--- config.mk ---
export PLATFORM = sky130hd
export DESIGN_NAME = mt_enable_atomic
export DESIGN_NICKNAME = d
export VERILOG_FILES = /design/src/rtl/mt_enable_pkg.sv /design/src/rtl/mten_decode.sv /design/src/rtl/mten_ctrl_reg.sv /design/src/rtl/mten_result.sv /design/src/rtl/mt_enable_atomic.sv
export SDC_FILE = /design/constraint.sdc
export NUM_CORES = 1
export LEC_CHECK = 0
export BUFFER_PORTS_ARGS = -buffer_cell sky130_fd_sc_hd__buf_4
export CAP_MARGIN = 15
export CORE_ASPECT_RATIO = 0.7
export CORE_MARGIN = 10
export CORE_UTILIZATION = 30
export CTS_BUF_LIST = sky130_fd_sc_hd__clkbuf_8 sky130_fd_sc_hd__clkbuf_16
export CTS_CLUSTER_SIZE = 12
export DETAILED_ROUTE_END_ITERATION = 10
export HOLD_SLACK_MARGIN = 0.02
export PLACE_DENSITY_LB_ADDON = 0.3
export SETUP_SLACK_MARGIN = 0.05
export SYNTH_ARGS = -nofsm -noshare
export SYNTH_HDL_FRONTEND = slang
export SYNTH_SLANG_ARGS = --single-unit
--- constraint.sdc ---
create_clock -name clk -period 0.88 [get_ports clk]
set_input_delay 0.044 -clock clk [delete_from_list [all_inputs] [get_ports clk]]
set_output_delay 0.044 -clock clk [all_outputs]
set_load 0.02 [all_outputs]
--- src/rtl/mt_enable_pkg.sv ---
package mt_enable_pkg;

    typedef enum logic [1:0] {
        OP_THR_ON  = 2'b00,
        OP_THR_OFF = 2'b01,
        OP_VPE_ON  = 2'b10,
        OP_VPE_OFF = 2'b11
    } mten_op_e;

    typedef enum logic [1:0] {
        EXC_NONE = 2'd0,
        EXC_RESV = 2'd1,
        EXC_COPU = 2'd2
    } mten_exc_e;

    localparam int NUM_CTRL = 2;
    localparam int SEL_THR  = 0;
    localparam int SEL_VPE  = 1;

    typedef struct packed {
        logic      accept;
        logic      sel_vpe;
        logic      set_val;
        logic      wb_req;
        mten_exc_e exc;
    } mten_dec_t;

    function automatic logic op_targets_vpe(mten_op_e op);
        return op[1];
    endfunction

    function automatic logic op_set_value(mten_op_e op);
        return ~op[0];
    endfunction

endpackage

--- src/rtl/mten_decode.sv ---
module mten_decode
    import mt_enable_pkg::*;
#(
    parameter bit MT_PRESENT = 1'b1,
    parameter int IDX_W      = 5
) (
    input  logic             op_valid,
    input  mten_op_e         op,
    input  logic [IDX_W-1:0] dst,
    input  logic             cop0_ok,
    output mten_dec_t        dec
);

    mten_exc_e fault;

    always_comb begin
        fault = EXC_NONE;
        if (op_valid) begin
            if (!MT_PRESENT) begin
                fault = EXC_RESV;
            end else if (!cop0_ok) begin
                fault = EXC_COPU;
            end
        end
    end

    always_comb begin
        dec         = '0;
        dec.exc     = fault;
        dec.accept  = op_valid && (fault == EXC_NONE);
        dec.sel_vpe = op_targets_vpe(op);
        dec.set_val = op_set_value(op);
        dec.wb_req  = dec.accept && (dst != '0);
    end

endmodule

--- src/rtl/mten_ctrl_reg.sv ---
module mten_ctrl_reg #(
    parameter int                 DATA_W  = 32,
    parameter logic [DATA_W-1:0]  CFG     = '0,
    parameter int                 BIT_POS = 0,
    parameter bit                 RST_EN  = 1'b0
) (
    input  logic              clk,
    input  logic              rst,
    input  logic              upd,
    input  logic              val,
    output logic              en,
    output logic [DATA_W-1:0] word
);

    logic en_q;

    always_ff @(posedge clk) begin
        if (rst) begin
            en_q <= RST_EN;
        end else if (upd) begin
            en_q <= val;
        end
    end

    always_comb begin
        word          = CFG;
        word[BIT_POS] = en_q;
    end

    assign en = en_q;

endmodule

--- src/rtl/mten_result.sv ---
module mten_result
    import mt_enable_pkg::*;
#(
    parameter int DATA_W = 32,
    parameter int IDX_W  = 5
) (
    input  logic              clk,
    input  logic              rst,
    input  mten_dec_t         dec,
    input  logic [IDX_W-1:0]  dst,
    input  logic [DATA_W-1:0] old_word,
    output logic              wb_en,
    output logic [IDX_W-1:0]  wb_idx,
    output logic [DATA_W-1:0] wb_data,
    output logic              exc_valid,
    output mten_exc_e         exc_code
);

    always_ff @(posedge clk) begin
        if (rst) begin
            wb_en     <= 1'b0;
            wb_idx    <= '0;
            wb_data   <= '0;
            exc_valid <= 1'b0;
            exc_code  <= EXC_NONE;
        end else begin
            wb_en     <= dec.wb_req;
            wb_idx    <= dec.wb_req ? dst : '0;
            wb_data   <= dec.wb_req ? old_word : '0;
            exc_valid <= (dec.exc != EXC_NONE);
            exc_code  <= dec.exc;
        end
    end

    AST_WB_EXC_EXCLUSIVE: assert property (@(posedge clk) disable iff (rst)
        !(wb_en && exc_valid));

    AST_WB_IDX_NONZERO: assert property (@(posedge clk) disable iff (rst)
        wb_en |-> (wb_idx != '0));

endmodule

--- src/rtl/mt_enable_atomic.sv ---
module mt_enable_atomic
    import mt_enable_pkg::*;
#(
    parameter int                DATA_W     = 32,
    parameter int                IDX_W      = 5,
    parameter bit                MT_PRESENT = 1'b1,
    parameter logic [DATA_W-1:0] THR_CFG    = 32'h0001_0003,
    parameter int                THR_BIT    = 15,
    parameter bit                THR_RST    = 1'b0,
    parameter logic [DATA_W-1:0] VPE_CFG    = 32'h0000_0002,
    parameter int                VPE_BIT    = 0,
    parameter bit                VPE_RST    = 1'b1
) (
    input  logic              clk,
    input  logic              rst,
    input  logic              op_valid,
    input  logic [1:0]        op_code,
    input  logic [IDX_W-1:0]  op_dst,
    input  logic              cop0_ok,
    input  logic              master_vpe,
    output logic              wb_en,
    output logic [IDX_W-1:0]  wb_idx,
    output logic [DATA_W-1:0] wb_data,
    output logic              exc_valid,
    output logic [1:0]        exc_code,
    output logic              threads_on,
    output logic              vpes_on
);

    mten_op_e          op_e;
    mten_dec_t         dec;
    mten_exc_e         exc_e;
    logic              upd   [NUM_CTRL];
    logic              en    [NUM_CTRL];
    logic [DATA_W-1:0] word  [NUM_CTRL];
    logic [DATA_W-1:0] old_word;

    assign op_e = mten_op_e'(op_code);

    mten_decode #(
        .MT_PRESENT (MT_PRESENT),
        .IDX_W      (IDX_W)
    ) u_decode (
        .op_valid (op_valid),
        .op       (op_e),
        .dst      (op_dst),
        .cop0_ok  (cop0_ok),
        .dec      (dec)
    );

    for (genvar g = 0; g < NUM_CTRL; g++) begin : g_ctrl
        localparam bit                IS_VPE = (g == SEL_VPE);
        localparam logic [DATA_W-1:0] CFG_G  = IS_VPE ? VPE_CFG : THR_CFG;
        localparam int                POS_G  = IS_VPE ? VPE_BIT : THR_BIT;
        localparam bit                RST_G  = IS_VPE ? VPE_RST : THR_RST;

        assign upd[g] = dec.accept && (dec.sel_vpe == IS_VPE)
                        && (!IS_VPE || master_vpe);

        mten_ctrl_reg #(
            .DATA_W  (DATA_W),
            .CFG     (CFG_G),
            .BIT_POS (POS_G),
            .RST_EN  (RST_G)
        ) u_reg (
            .clk  (clk),
            .rst  (rst),
            .upd  (upd[g]),
            .val  (dec.set_val),
            .en   (en[g]),
            .word (word[g])
        );
    end

    assign old_word = dec.sel_vpe ? word[SEL_VPE] : word[SEL_THR];

    mten_result #(
        .DATA_W (DATA_W),
        .IDX_W  (IDX_W)
    ) u_result (
        .clk       (clk),
        .rst       (rst),
        .dec       (dec),
        .dst       (op_dst),
        .old_word  (old_word),
        .wb_en     (wb_en),
        .wb_idx    (wb_idx),
        .wb_data   (wb_data),
        .exc_valid (exc_valid),
        .exc_code  (exc_e)
    );

    assign exc_code   = exc_e;
    assign threads_on = en[SEL_THR];
    assign vpes_on    = en[SEL_VPE];

    AST_THR_SET: assert property (@(posedge clk) disable iff (rst)
        (MT_PRESENT && op_valid && cop0_ok && op_code == 2'b00) |=> threads_on);

    AST_THR_CLEAR: assert property (@(posedge clk) disable iff (rst)
        (MT_PRESENT && op_valid && cop0_ok && op_code == 2'b01) |=> !threads_on);

    AST_VPE_NONMASTER_HOLD: assert property (@(posedge clk) disable iff (rst)
        (op_valid && op_code[1] && !master_vpe) |=> $stable(vpes_on));

    AST_COPU_NO_EFFECT: assert property (@(posedge clk) disable iff (rst)
        (op_valid && !cop0_ok) |=> (exc_valid && !wb_en
                                    && $stable(threads_on) && $stable(vpes_on)));

    AST_RESV_WINS: assert property (@(posedge clk) disable iff (rst)
        (!MT_PRESENT && op_valid) |=> (exc_code == 2'd1));

    AST_IDLE_QUIET: assert property (@(posedge clk) disable iff (rst)
        !op_valid |=> (!wb_en && !exc_valid
                       && $stable(threads_on) && $stable(vpes_on)));

endmodule

Word-level counts from Yosys, hierarchy flattened
Cells that the tools add are included.

operators by class
  div/mod/pow operators = 0
  muxes and demuxes = 3
  bitwise operators = 3
  shift operators = 0
  multipliers = 0
  $add $sub $neg = 0
  reductions and logical operators = 10
  equal/unequal tests = 0
  magnitude comparators = 0

operators by type and width
  cell                 count
  $mux W17             1
  $logic_and A1 B1 Y1  5
  $reduce_bool A5 Y1   1
  $mux W2              2
  $not A1 Y1           3
  $reduce_or A3 Y1     1
  $logic_not A2 Y1     1
  $reduce_bool A2 Y1   1
  $reduce_or A2 Y1     1

storage, ports and cells
  output and inout bits = 43
  bits in writable memories = 0
  ROM bits = 0
  register bits = 43
  memories kept = 0
  input bits = 12
  bits in latches = 0

Longest topological paths before layout
Gate-level depths: netlist of the first run.

  word-level depth = 7
  gate-level depth with buffers = 2
  depth with buffers taken out = 2

Modules after synthesis
From an unflattened synthesis of the first run, not the netlist that was laid out.

second synthesis, totals
  cell total of the unflattened synthesis = 210
  area total of the unflattened synthesis = 2403.6 µm²

by module, submodules not included
  module                            instances  cells an instance  area each (µm²)
  mten_result                       1          90                 1244.9
  mt_enable_atomic                  1          38                 544.3
  mten_ctrl_reg at g_ctrl[1].u_reg  1          37                 282.8
  mten_ctrl_reg at g_ctrl[0].u_reg  1          37                 281.5
  mten_decode                       1          8                  50.0

Least setup slack after synthesis of the first run
Ideal clock, no wire load.

  path type = reg-to-reg
  from = register g_ctrl[0].u_reg.en (netlist name)
  to = register g_ctrl[0].u_reg.en_q
  clock period less this slack = 0.867 ns
  data required time = 0.759 ns
  buffers on the path = 0
  setup slack = 0.013 ns
  arrival time = 0.746 ns
  stages on the path, launching flop included = 3
  cells stage by stage = dfxtp_1 -> nor2b_1 -> mux2_4

RTL lines
  item                  line                 RTL
  end signal, assigned  mten_ctrl_reg.sv:21  en_q <= val;
  end, declared         mten_ctrl_reg.sv:15  logic en_q;

==> summary.md, run 1 <==
| Metric | Value |
|---|---|
| Multiplexer share of the synthesized area | `3.64%` |
| Die area | `~0.0046 mm²` |
| Clock root cell | `clkbuf_8` |
| Clock Latency Late Sink | `roughly 0.24 ns` |
| Die W | `77.2 µm` |
| Max Cap Viol | `0` |
| Worst path arrival time | `0.92 ns` |
| Avg Inst Size Synth | `9.97 µm²` |
| Final hold viol count | `0` |
| Most common cell after layout, fill and taps aside | `conb_1` |
| Main combinational cell family by area after synthesis | `buffers and inverters` |
| Final period util | `90.6%` |
| Final setup viols | `0` |
| Seq. cell area | `263 µm²` |
| Via density | `3.41` |
| DRT iter0 DRCs | `17` |
| GRT Residual Overflow | `0` |
| Tmin final | `0.797 ns` |
| Lkg Pwr | `0.450 nW` |
| Most frequent cells in the layout | `conb_1 (29), buf_4 (25), dfxtp_1 (11)` |
| CTS tree | `built` |
| First-pass DRT Iterations | `2` |
| GRT Total Usage | `6.52%` |
| Mapped Cells | `69` |
| Clk buf depth | `2` |
| Final HPWL DP | `1300 µm` |
| Yosys reg bits | `13` |
| Hold Path Class | `in -> reg` |
| Cell Count, Final, Fillers Out | `130` |
| Post-DR wirelength/cell | `11.8 µm` |
| Synth Area in Compound Gates | `4.73%` |
| Worst setup SP type | `flop` |
| Vias in the first global route | `511` |
| Global placement routability congestion | `0.653` |
| Status | `finished clean` |
| PD cells | `~1600 mW/mm²` |
| Routed WL | `between 1500 and 2000 µm` |
| Initial core utilization | `31.7%` |
| Crit. End Element | `flop` |
| Core area | `roughly 0.0022 mm²` |
| Unrepaired setup endpoints after global routing | `no` |
| Syn-to-layout area delta | `25.5%` |
| Skew final | `0.000705 ns` |
| Final max-slew violation count | `0` |
| Area of the mapped netlist | `688 µm²` |
| Post-synthesis cell type count | `18` |
| # fillers | `around 240` |
| Worst-path clk slew | `0.05 ns` |
| Critical path required time | `1.01 ns` |
| Simple-gate share of the synthesized area | `between 20% and 30%` |
| Post-CTS Setup Inserts | `0` |
| Seq/Total Area, Yosys | `between 30% and 40%` |
| CTS H-tree depth | `1` |
| Share of cells above drive strength 1 | `35.7%` |
| Post-DRT Antenna Nets | `0` |
| XOR/XNOR Fraction of Synth Area | `0%` |
| I/O Buffers | `25` |
| Io pins | `55` |
| Clock Sinks | `13` |
| First-pass GRT wire length | `2370 µm` |
| Setup_tns | `0 ns` |
| Crit-path max FO | `3` |
| Ys Warns | `0` |
| Cell Rows | `14` |
| Adder-cell share of the synthesized area | `0%` |
| Nets | `~110` |
| Routed via count | `~440` |
| Dpl cells | `124` |
| Largest net degree at the start of global routing | `8` |
| Critical path class | `reg -> reg` |
| Antenna violations before repair | `0` |
| Chip height | `60.1 µm` |
| Multi-input gate area | `304 µm²` |
| Worst ir drop on vdd | `0.421 mV` |
| Max Freq | `around 1300 MHz` |
| CTS Buf Count | `3` |
| Remaining routing DRC violations | `0` |
| Ant. Diodes | `0` |
## report_power, final
group / internal (mW) / leakage (nW) / total (mW) / switching [mW]
clock network: 0.307 / 0.0269 / 0.509 / 0.202
registers: 0.608 / 0.106 / 0.615 / 0.00702
logic: 0.0847 / 0.317 / 0.274 / 0.190
## per-stage QoR
stage               area (µm²)  hold WS, ns  setup WS, ns  power (mW)  utilization, %
CTS                        862       0.0222        0.0655        1.42            39.7
global route               863       0.0252        0.0511        1.48            39.7
detailed placement         797        0.239        0.0652       0.889            36.7
floorplan                  795        0.117        0.0513       0.895               -
finish                     863       0.0302        0.0829        1.40            39.7
global placement           797        0.241        0.0738       0.888            36.7
## sequential cells by signal, summed over array words and instances, names as in the netlist
signal / count
u_result.wb_data: 4
u_result.wb_en: 1
g_ctrl.u_reg.en: 2
u_result.wb_idx: 5
u_result.exc_valid: 1
## cell families after synthesis
family / count (synthesis)
other: 1
buffers and inverters: 31
multiplexers: 2
flip-flops: 13
AND/OR/NAND/NOR: 17
AO/OA/AOI/OAI: 5
## layer usage
metal	vias to the layer above	global-route usage (%)	routed length, µm
li1	222	-	-
met1	190	6.90	678
met2	29	9.74	701
met3	2	4.64	141
met4	0	3.11	11
met5	-	0	0
## synthesized netlist by cell type
cell type	n	area, µm²
nand2b_1	1	6.26
nor2_1	3	11.3
inv_1	1	3.75
dfxtp_1	13	260
nand4_1	1	6.26
nor3b_1	1	7.51
mux2i_1	1	10.0
nand3b_2	1	11.3
nor2b_1	3	18.8
buf_4	30	225
nand3b_4	1	20.0
mux2_4	1	15.0
conb_1	1	3.75
a21oi_1	2	10.0
nor4_4	1	21.3
a211oi_1	3	22.5
and3b_2	1	10.0
and2_1	4	25.0
## final timing paths
path | startpoint | to | slack [ns] | cells past startpoint
worst min-delay path | cop0_ok | u_result.exc_valid | 0.03 | 2
worst max-delay path | g_ctrl[0].u_reg.en | g_ctrl[0].u_reg.en | 0.08 | 2
worst min register to register | g_ctrl[0].u_reg.en | u_result.wb_data[15] | 0.48 | 2
worst max register to register | g_ctrl[0].u_reg.en | g_ctrl[0].u_reg.en | 0.08 | 2
## what timing repair did
item                                   CTS  global route
gates resized for setup                  0             1
hold buffers                             2             0
endpoints found under the hold margin    2             0
setup endpoints to repair                0             1
## layout make-up
class	instances	share of cell area, %
well taps	32	4.64
flip-flops and latches	13	30.4
multi-input cells	53	35.2
clock buffers	3	4.78
repair buffers	27	24.1
inverters	1	0.435
clock inverters	1	0.435
## worst max-delay path: stages (launching register included)
cell     delay (ns)
dfxtp_2        0.32
nor2b_1        0.12
mux2_4         0.25
No activity file was read; power rests on OpenSTA's default activity.
==> inputs of run 2 (changes only) <==
--- a/config.mk
+++ b/config.mk
@@ -18,4 +18,5 @@
 export SETUP_SLACK_MARGIN = 0.05
 export SYNTH_ARGS = -nofsm -noshare
 export SYNTH_HDL_FRONTEND = slang
+export SYNTH_HIERARCHICAL = 1
 export SYNTH_SLANG_ARGS = --single-unit
==> run 2 against run 1 <==
Compared with the run above: the flow now finishes with violations (negative setup slack); die area rose to 2.6 times the previous value; critical path depth up 2; area after synthesis rose to 3.5 times the previous value; non-clock buffer count up 40; clock power rose to 3.4 times the previous value; global-route usage up 0.39 points; first-iteration DRC count up 120%; sequential power rose to 3.3 times the previous value; worst hold slack better by 0.017 ns; clock skew up 0.0011 ns; sequential cell count up 30; fmax down 16%.
==> summary.md, run 2 <==
| Metric | Value |
|---|---|
| FF-to-FF setup slack | `0.02 ns (-0.06 ns)` |
| Nets | `277 (+150%)` |
| FF-to-FF path depth | `2 (unchanged)` |
| Io pins | `55 (unchanged)` |
| Antenna violations before repair | `0 (unchanged)` |
| Routed via count | `1,283 (+190%)` |
| Routed WL | `4040 µm (+160%)` |
| Sequential power share | `45.8% (+1.8 points)` |
| Synth Area in Compound Gates | `1.09% (-3.6 points)` |
| Mapped Cells | `210 (+200%)` |
| Syn-to-layout area delta | `18.4%` |
| Synth area leader | `dfxtp_1` |
| Avg Inst Size Synth | `11.4 µm² (+15%)` |
| CTS tree | `built` |
| Clock Sinks | `43 (+30)` |
| Clock power frac | `39.1% (+2.7 points)` |
| Simple-gate share of the synthesized area | `16.7% (-3.3 points)` |
| Status | `finished, violations left` |
| Worst setup SP type | `input port` |
| Final period util | `108% (+18 points)` |
| Area of the mapped netlist | `0.00240 mm² (+250%)` |
| Global placement routability congestion | `0.642 (-1.6%)` |
| Max Freq | `1050 MHz (-16%)` |
| Most common cell in the netlist | `buf_4` |
| Worst ir drop on vdd | `0.708 mV (+68%)` |
| CTS Buf Count | `5 (+2)` |
| Final hold viol count | `0 (unchanged)` |
| Skew final | `0.00182 ns (+0.00112 ns)` |
| First-pass DRT Iterations | `3 (+1)` |
| I/O Buffers | `54 (+120%)` |
| Reg2reg start | `g_ctrl[0].u_reg/en` |
| Final Util | `36.3% (-3.4 points)` |
| Worst path arrival time | `1.12 ns (+0.20 ns)` |
| Critical path class | `in -> reg` |
| Cell Count, Final, Fillers Out | `367 (+180%)` |
| CP startpoint | `op_dst[0]` |
| Max Cap Viol | `0 (unchanged)` |
| Yosys reg bits | `43 (+30)` |
| Critical path required time | `1.05 ns (+0.04 ns)` |
| Psw | `1.01 mW (+150%)` |
| Hold Path Class | `in -> reg` |
| Chip height | `94.9 µm (+58%)` |
| Clock Latency Late Sink | `0.28 ns (+0.04 ns)` |
| Main combinational cell family by area after synthesis | `buffers and inverters` |
| DRT iter0 DRCs | `38 (+21)` |
| Post-synth EDFFs | `0 (unchanged)` |
| Cell Rows | `27 (+13)` |
| Synth top area share | `35.8% (-2.0 points)` |
| Ys Warns | `6 (+6)` |
| Share of cells above drive strength 1 | `45.9% (+10 points)` |
| Post-DRT Antenna Nets | `0 (unchanged)` |
| Via density | `3.50 (+2.6%)` |
| Dpl cells | `352 (+180%)` |
| Largest net degree at the start of global routing | `44 (+36)` |
| Initial core utilization | `30.7% (-1.0 points)` |
| XOR/XNOR Fraction of Synth Area | `0% (unchanged)` |
| Synth area leaders | `dfxtp_1 (36%), buf_4 (21%), mux2_4 (17%), and3b_1 (11%), and3b_2 (2.9%)` |
| Biggest regs | `u_result/wb_data: 32 flops, u_result/wb_idx: 5 flops` |
| Multiplexer share of the synthesized area | `19.8% (+16 points)` |
| Most frequent cells in the layout | `conb_1 (63), buf_4 (58), dfxtp_1 (40)` |
| Reg with most FFs | `u_result/wb_data` |
| Final HPWL DP | `2950 µm (+130%)` |
| Post-DR wirelength/cell | `11.0 µm (-6.8%)` |
| # fillers | `810 (+240%)` |
| Area post-placement | `0.00260 mm² (+230%)` |
| Crit. End Element | `flop` |
| Adder-cell share of the synthesized area | `0% (unchanged)` |
| PD cells | `1560 mW/mm² (-3.9%)` |
| Final instance area | `0.00285 mm² (+230%)` |
| Switching Share | `22.8% (-5.7 points)` |
| Final hold slack | `0.0470 ns (+0.0168 ns)` |
| Worst Setup EP | `u_result/wb_idx[0]` |
| First-pass GRT wire length | `6600 µm (+180%)` |
| CTS H-tree depth | `2 (+1)` |
| Die area | `0.0120 mm² (+160%)` |
| Ant. Diodes | `0 (unchanged)` |
| Failing checks | `negative setup slack` |
| Slew Limit Headroom | `66.4%` |
| Final setup viols | `10 (+10)` |
| GRT Total Usage | `6.91% (+0.39 points)` |
| Seq/Total Area, Yosys | `35.8% (-2.0 points)` |
| Clock root cell | `clkbuf_16` |
| Async SR Flop Fraction | `0% (unchanged)` |
| Die W | `127 µm (+64%)` |
| Fin worst setup slack | `-0.0725 ns (-0.155 ns)` |
| Pre-CTS setup slack | `-0.574 ns (-0.639 ns)` |
| P_int | `3.42 mW (+240%)` |
| Unrepaired setup endpoints after global routing | `yes` |
| Post-synthesis cell type count | `23 (+5)` |
| Most frequent cells after synthesis | `buf_4 (67), dfxtp_1 (43), and3b_1 (30)` |
| Worst R2R End | `u_result/wb_data[15]` |
| Crit-path max FO | `7 (+4)` |
| Lkg Pwr | `1.55 nW (+240%)` |
| Remaining routing DRC violations | `0 (unchanged)` |
| Core area | `0.00784 mm² (+260%)` |
| Most common cell after layout, fill and taps aside | `conb_1` |
| Max reg flops | `32 (+27)` |
| Vias in the first global route | `1,367 (+170%)` |
| Comb pwr share | `15.1% (-4.5 points)` |
| Tmin final | `0.953 ns (+0.155 ns)` |
| Final max-slew violation count | `0 (unchanged)` |
| Main flop type after synthesis | `dfxtp_1` |
| Clk buf depth | `2 (unchanged)` |
| GRT Residual Overflow | `0 (unchanged)` |
| Worst slew pin tran | `0.504 ns` |
| Worst-path clk slew | `0.06 ns (about the same)` |
[run 2: cell count changes after synthesis, moves of 3 or more]
cell and delta:
buf_4 +37, and3b_1 +30, dfxtp_1 +30, mux2_4 +27, and3b_2 +6, buf_2 +4
conb_1 +4, mux2_2 +4, a211oi_1 -3, and2_1 -3, and2b_2 +3, buf_6 +3
[run 2: what timing repair did]
| item | in CTS | in global routing |
|---|---|---|
| endpoints found under the setup margin | 12 | 15 |
| pin swaps | 6 | 3 |
| setup buffers | 4 | 0 |
| cloned | 1 | 0 |
| endpoints found under the hold margin | 2 | 0 |
| gates resized for setup | 9 | 5 |
| hold buffers | 2 | 0 |
[run 2: metal layers]
metal	global-route usage, %	part of all wire (%)
met5	0	0
met4	1.70	0.64
met3	4.36	10
met2	11.3	45
met1	7.41	44
[run 2: logic make-up (layout without fill, tap and decap cells)]
kind of cell	after synthesis	after routing
AO/OA/AOI/OAI	3	4
buffers and inverters	79	76
flip-flops	43	43
multiplexers	33	33
other	5	63
AND/OR/NAND/NOR	47	47
[run 2: how the worst min path moves through the flow]
stage	start	end	cells past startpoint
after floorplan	rst	g_ctrl[0].u_reg/en	1
after global placement	op_dst[4]	u_result/wb_idx[4]	2
after detailed placement	op_dst[4]	u_result/wb_idx[4]	2
after CTS	op_dst[1]	u_result/wb_idx[1]	2
after global routing	op_dst[3]	u_result/wb_idx[3]	2
final	op_dst[1]	u_result/wb_idx[1]	2
[run 2: layout make-up]
cell class,instances,area [µm²],area share (%)
multi-input cells,147,1180,41.4
inverters,1,3.75,0.132
repair buffers,67,534,18.8
well taps,101,126,4.44
clock buffers,5,125,4.40
flip-flops and latches,43,865,30.4
clock inverters,3,12.5,0.440
[run 2: per-stage QoR]
| step | power [mW] | setup TNS [ns] |
|---|---|---|
| final | 4.43 | -0.434 |
| after global routing | 4.67 | -0.562 |
| after CTS | 4.50 | -0.331 |
| after detailed placement | 2.70 | -5.52 |
| after global placement | 2.69 | -5.17 |
| after floorplan | 2.76 | -3.13 |
[run 2: critical path, cell delays in order]
cell and delay [ns]:
buf_6 0.09, or4_4 0.54, o21a_4 0.24, and3b_2 0.20
[run 2: power groups by stage]
| stage | clock, mW | combinational [mW] | sequential [mW] |
|---|---|---|---|
| after global placement | 0 | 0.623 | 2.07 |
| after detailed placement | 0 | 0.626 | 2.07 |
| final | 1.73 | 0.668 | 2.03 |
| after floorplan | 0 | 0.606 | 2.15 |
| after CTS | 1.80 | 0.664 | 2.03 |
| after global routing | 1.90 | 0.736 | 2.03 |
==> inputs of run 3 (changes only) <==
--- a/config.mk
+++ b/config.mk
@@ -6,16 +6,17 @@
 export NUM_CORES = 1
 export LEC_CHECK = 0
 export BUFFER_PORTS_ARGS = -buffer_cell sky130_fd_sc_hd__buf_4
-export CAP_MARGIN = 15
+export CAP_MARGIN = 25
 export CORE_ASPECT_RATIO = 0.7
 export CORE_MARGIN = 10
 export CORE_UTILIZATION = 30
-export CTS_BUF_LIST = sky130_fd_sc_hd__clkbuf_8 sky130_fd_sc_hd__clkbuf_16
+export CTS_BUF_LIST = sky130_fd_sc_hd__clkbuf_2
 export CTS_CLUSTER_SIZE = 12
 export DETAILED_ROUTE_END_ITERATION = 10
 export HOLD_SLACK_MARGIN = 0.02
 export PLACE_DENSITY_LB_ADDON = 0.3
 export SETUP_SLACK_MARGIN = 0.05
+export SLEW_MARGIN = 20
 export SYNTH_ARGS = -nofsm -noshare
 export SYNTH_HDL_FRONTEND = slang
 export SYNTH_HIERARCHICAL = 1
==> run 3 against run 2 <==
Compared with the run above: the run still ends with negative setup slack left; via count up 1.2%; clock skew up 0.011 ns; worst hold slack better by 0.017 ns; critical endpoint is now threads_on; combinational power up 6.4%; routed wire length up 0.69%; global-route usage up 0.22 points; sequential power about the same; design area up 5.1%; final cell count up 1.4%; first-iteration DRC count up 18%; critical path depth down 2; die area unchanged.
==> summary.md, run 3 (synthesized netlist as in run 2, its figures left out) <==
| Metric | Value |
|---|---|
| Via density | `3.49 (-0.19%)` |
| Worst path arrival time | `0.99 ns (-0.13 ns)` |
| Crit. End Element | `output pin` |
| Most frequent cells in the layout | `conb_1 (63), buf_6 (45), dfxtp_2 (43)` |
| Post-DRT Antenna Nets | `0 (unchanged)` |
| Global placement routability congestion | `0.642 (unchanged)` |
| Lkg Pwr | `1.57 nW (+1.5%)` |
| Clock Latency Late Sink | `0.38 ns (+0.10 ns)` |
| Final instance area | `0.00299 mm² (+5.1%)` |
| Chip height | `94.9 µm (unchanged)` |
| Final hold slack | `0.0644 ns (+0.0175 ns)` |
| Largest net degree at the start of global routing | `44 (unchanged)` |
| I/O Buffers | `54 (unchanged)` |
| Worst-path clk slew | `0.22 ns (+0.16 ns)` |
| Pre-CTS setup slack | `-0.574 ns (unchanged)` |
| Fin worst setup slack | `-0.149 ns (-0.0766 ns)` |
| Critical path class | `reg -> out` |
| Worst setup SP type | `flop` |
| Max reg flops | `32 (unchanged)` |
| Seq. cell area | `915 µm² (+5.8%)` |
| First-pass DRT Iterations | `3 (unchanged)` |
| CTS H-tree depth | `2 (unchanged)` |
| Failing checks | `negative setup slack` |
| Hold path startpoint | `op_valid` |
| First-pass GRT wire length | `6800 µm (+3.0%)` |
| Clock Sinks | `43 (unchanged)` |
| Nets | `282 (+1.8%)` |
| Skew final | `0.0131 ns (+0.0113 ns)` |
| DRT iter0 DRCs | `45 (+18%)` |
| Routed WL | `4060 µm (+0.69%)` |
| Cell Rows | `27 (unchanged)` |
| Worst ir drop on vdd | `0.491 mV (-31%)` |
| Worst slew pin tran | `0.502 ns (-0.00172 ns)` |
| PD cells | `1200 mW/mm² (-23%)` |
| Syn-to-layout area delta | `24.4%` |
| Post-DR wirelength/cell | `10.9 µm (-0.66%)` |
| Remaining routing DRC violations | `0 (unchanged)` |
| Clock root cell | `clkbuf_2` |
| Vias in the first global route | `1,411 (+3.2%)` |
| # fillers | `797 (-1.6%)` |
| CTS Buf Count | `5 (unchanged)` |
| Max Cap Viol | `0 (unchanged)` |
| GRT Residual Overflow | `0 (unchanged)` |
| Area post-placement | `0.00260 mm² (unchanged)` |
| Crit-path max FO | `2 (-5)` |
| Core area | `0.00784 mm² (unchanged)` |
| Hold path cells | `3 (+1)` |
| Final hold viol count | `0 (unchanged)` |
| Most common cell after layout, fill and taps aside | `conb_1` |
| Hold Path Class | `in -> reg` |
| Final HPWL DP | `2950 µm (unchanged)` |
| Antenna violations before repair | `0 (unchanged)` |
| Share of cells above drive strength 1 | `59.4% (+14 points)` |
| Multi-input gate area | `0.00116 mm² (-1.3%)` |
| Io pins | `55 (unchanged)` |
| Reg with most FFs | `u_result/wb_data` |
| Final setup viols | `45 (+35)` |
| Max Freq | `972 MHz (-7.4%)` |
| Final period util | `117% (+8.7 points)` |
| Critical path required time | `0.84 ns (-0.21 ns)` |
| Worst R2R End | `g_ctrl[0].u_reg/en` |
| CTS tree | `built` |
| Die W | `127 µm (unchanged)` |
| Final Util | `38.2% (+1.9 points)` |
| Die area | `0.0120 mm² (unchanged)` |
| Unrepaired setup endpoints after global routing | `yes` |
| Hold endpoint | `u_result/exc_code[1]` |
| Ant. Diodes | `0 (unchanged)` |
| Biggest regs | `u_result/wb_data: 32 flops, u_result/wb_idx: 5 flops` |
| Setup_tns | `-1.06 ns (-0.628 ns)` |
| Tmin final | `1.03 ns (+0.0766 ns)` |
| Initial core utilization | `30.7% (unchanged)` |
| FF-to-FF setup slack | `-0.06 ns (-0.08 ns)` |
| Reg2reg start | `g_ctrl[0].u_reg/en` |
| Final max-slew violation count | `0 (unchanged)` |
| GRT Total Usage | `7.14% (+0.22 points)` |
| Clk buf depth | `2 (unchanged)` |
| Slew Limit Headroom | `66.5% (+0.11 points)` |
| Routed via count | `1,298 (+1.2%)` |
| FF-to-FF path depth | `5 (+3)` |
| Status | `finished, violations left` |
## run 3: final cells by class
| type | instances | share of cell area, % |
|---|---|---|
| tap | 101 | 4.23 |
| inverter | 1 | 0.126 |
| clock buffer | 7 | 1.17 |
| multi-input combinational | 146 | 38.9 |
| clock inverter | 1 | 0.167 |
| timing repair buffer | 73 | 24.8 |
| sequential | 43 | 30.6 |
## run 3: worst max-delay path by stage
stage	endpoint	slack [ns]	cells after the start	from
floorplan	u_result/wb_data[15]	-0.37	5	op_dst[2]
global placement	u_result/wb_idx[1]	-0.54	4	op_dst[2]
CTS	threads_on	-0.19	2	g_ctrl[0].u_reg/en
global route	threads_on	-0.24	2	g_ctrl[0].u_reg/en
detailed placement	u_result/wb_idx[1]	-0.57	4	op_dst[2]
finish	threads_on	-0.15	2	g_ctrl[0].u_reg/en
## run 3: where the power goes
part	leakage, nW	switching (mW)	internal, mW
Combinational	1.17	0.284	0.428
Sequential	0.369	0.0301	2.02
Clock	0.0330	0.612	0.218
Total	1.57	0.926	2.67
## run 3: through the flow
stage / instances / total power [mW]
after floorplan: 268 / 2.76
after global placement: 352 / 2.69
after detailed placement: 352 / 2.70
after CTS: 371 / 3.67
after global routing: 372 / 3.85
final: 372 / 3.59
## run 3: critical path, cell delays in order, from the launching register on
cell     delay (ns)
dfxtp_2        0.38
buf_6          0.11
buf_6          0.12
## run 3: metal layers
| layer | share of wire, % | vias up | global-route usage [%] |
|---|---|---|---|
| li1 | - | 683 | - |
| met1 | 41 | 579 | 7.26 |
| met2 | 47 | 34 | 11.8 |
| met3 | 11 | 2 | 4.70 |
| met4 | 0.47 | 0 | 2.27 |
| met5 | 0 | - | 0 |
## run 3: timing repair
action                                  4_1_cts  5_1_grt
resized for setup                            90        1
buffers inserted                              1        1
pin swaps                                     1        1
endpoints found under the hold margin         9        0
endpoints found under the setup margin       53       46
hold buffers                                 10        0
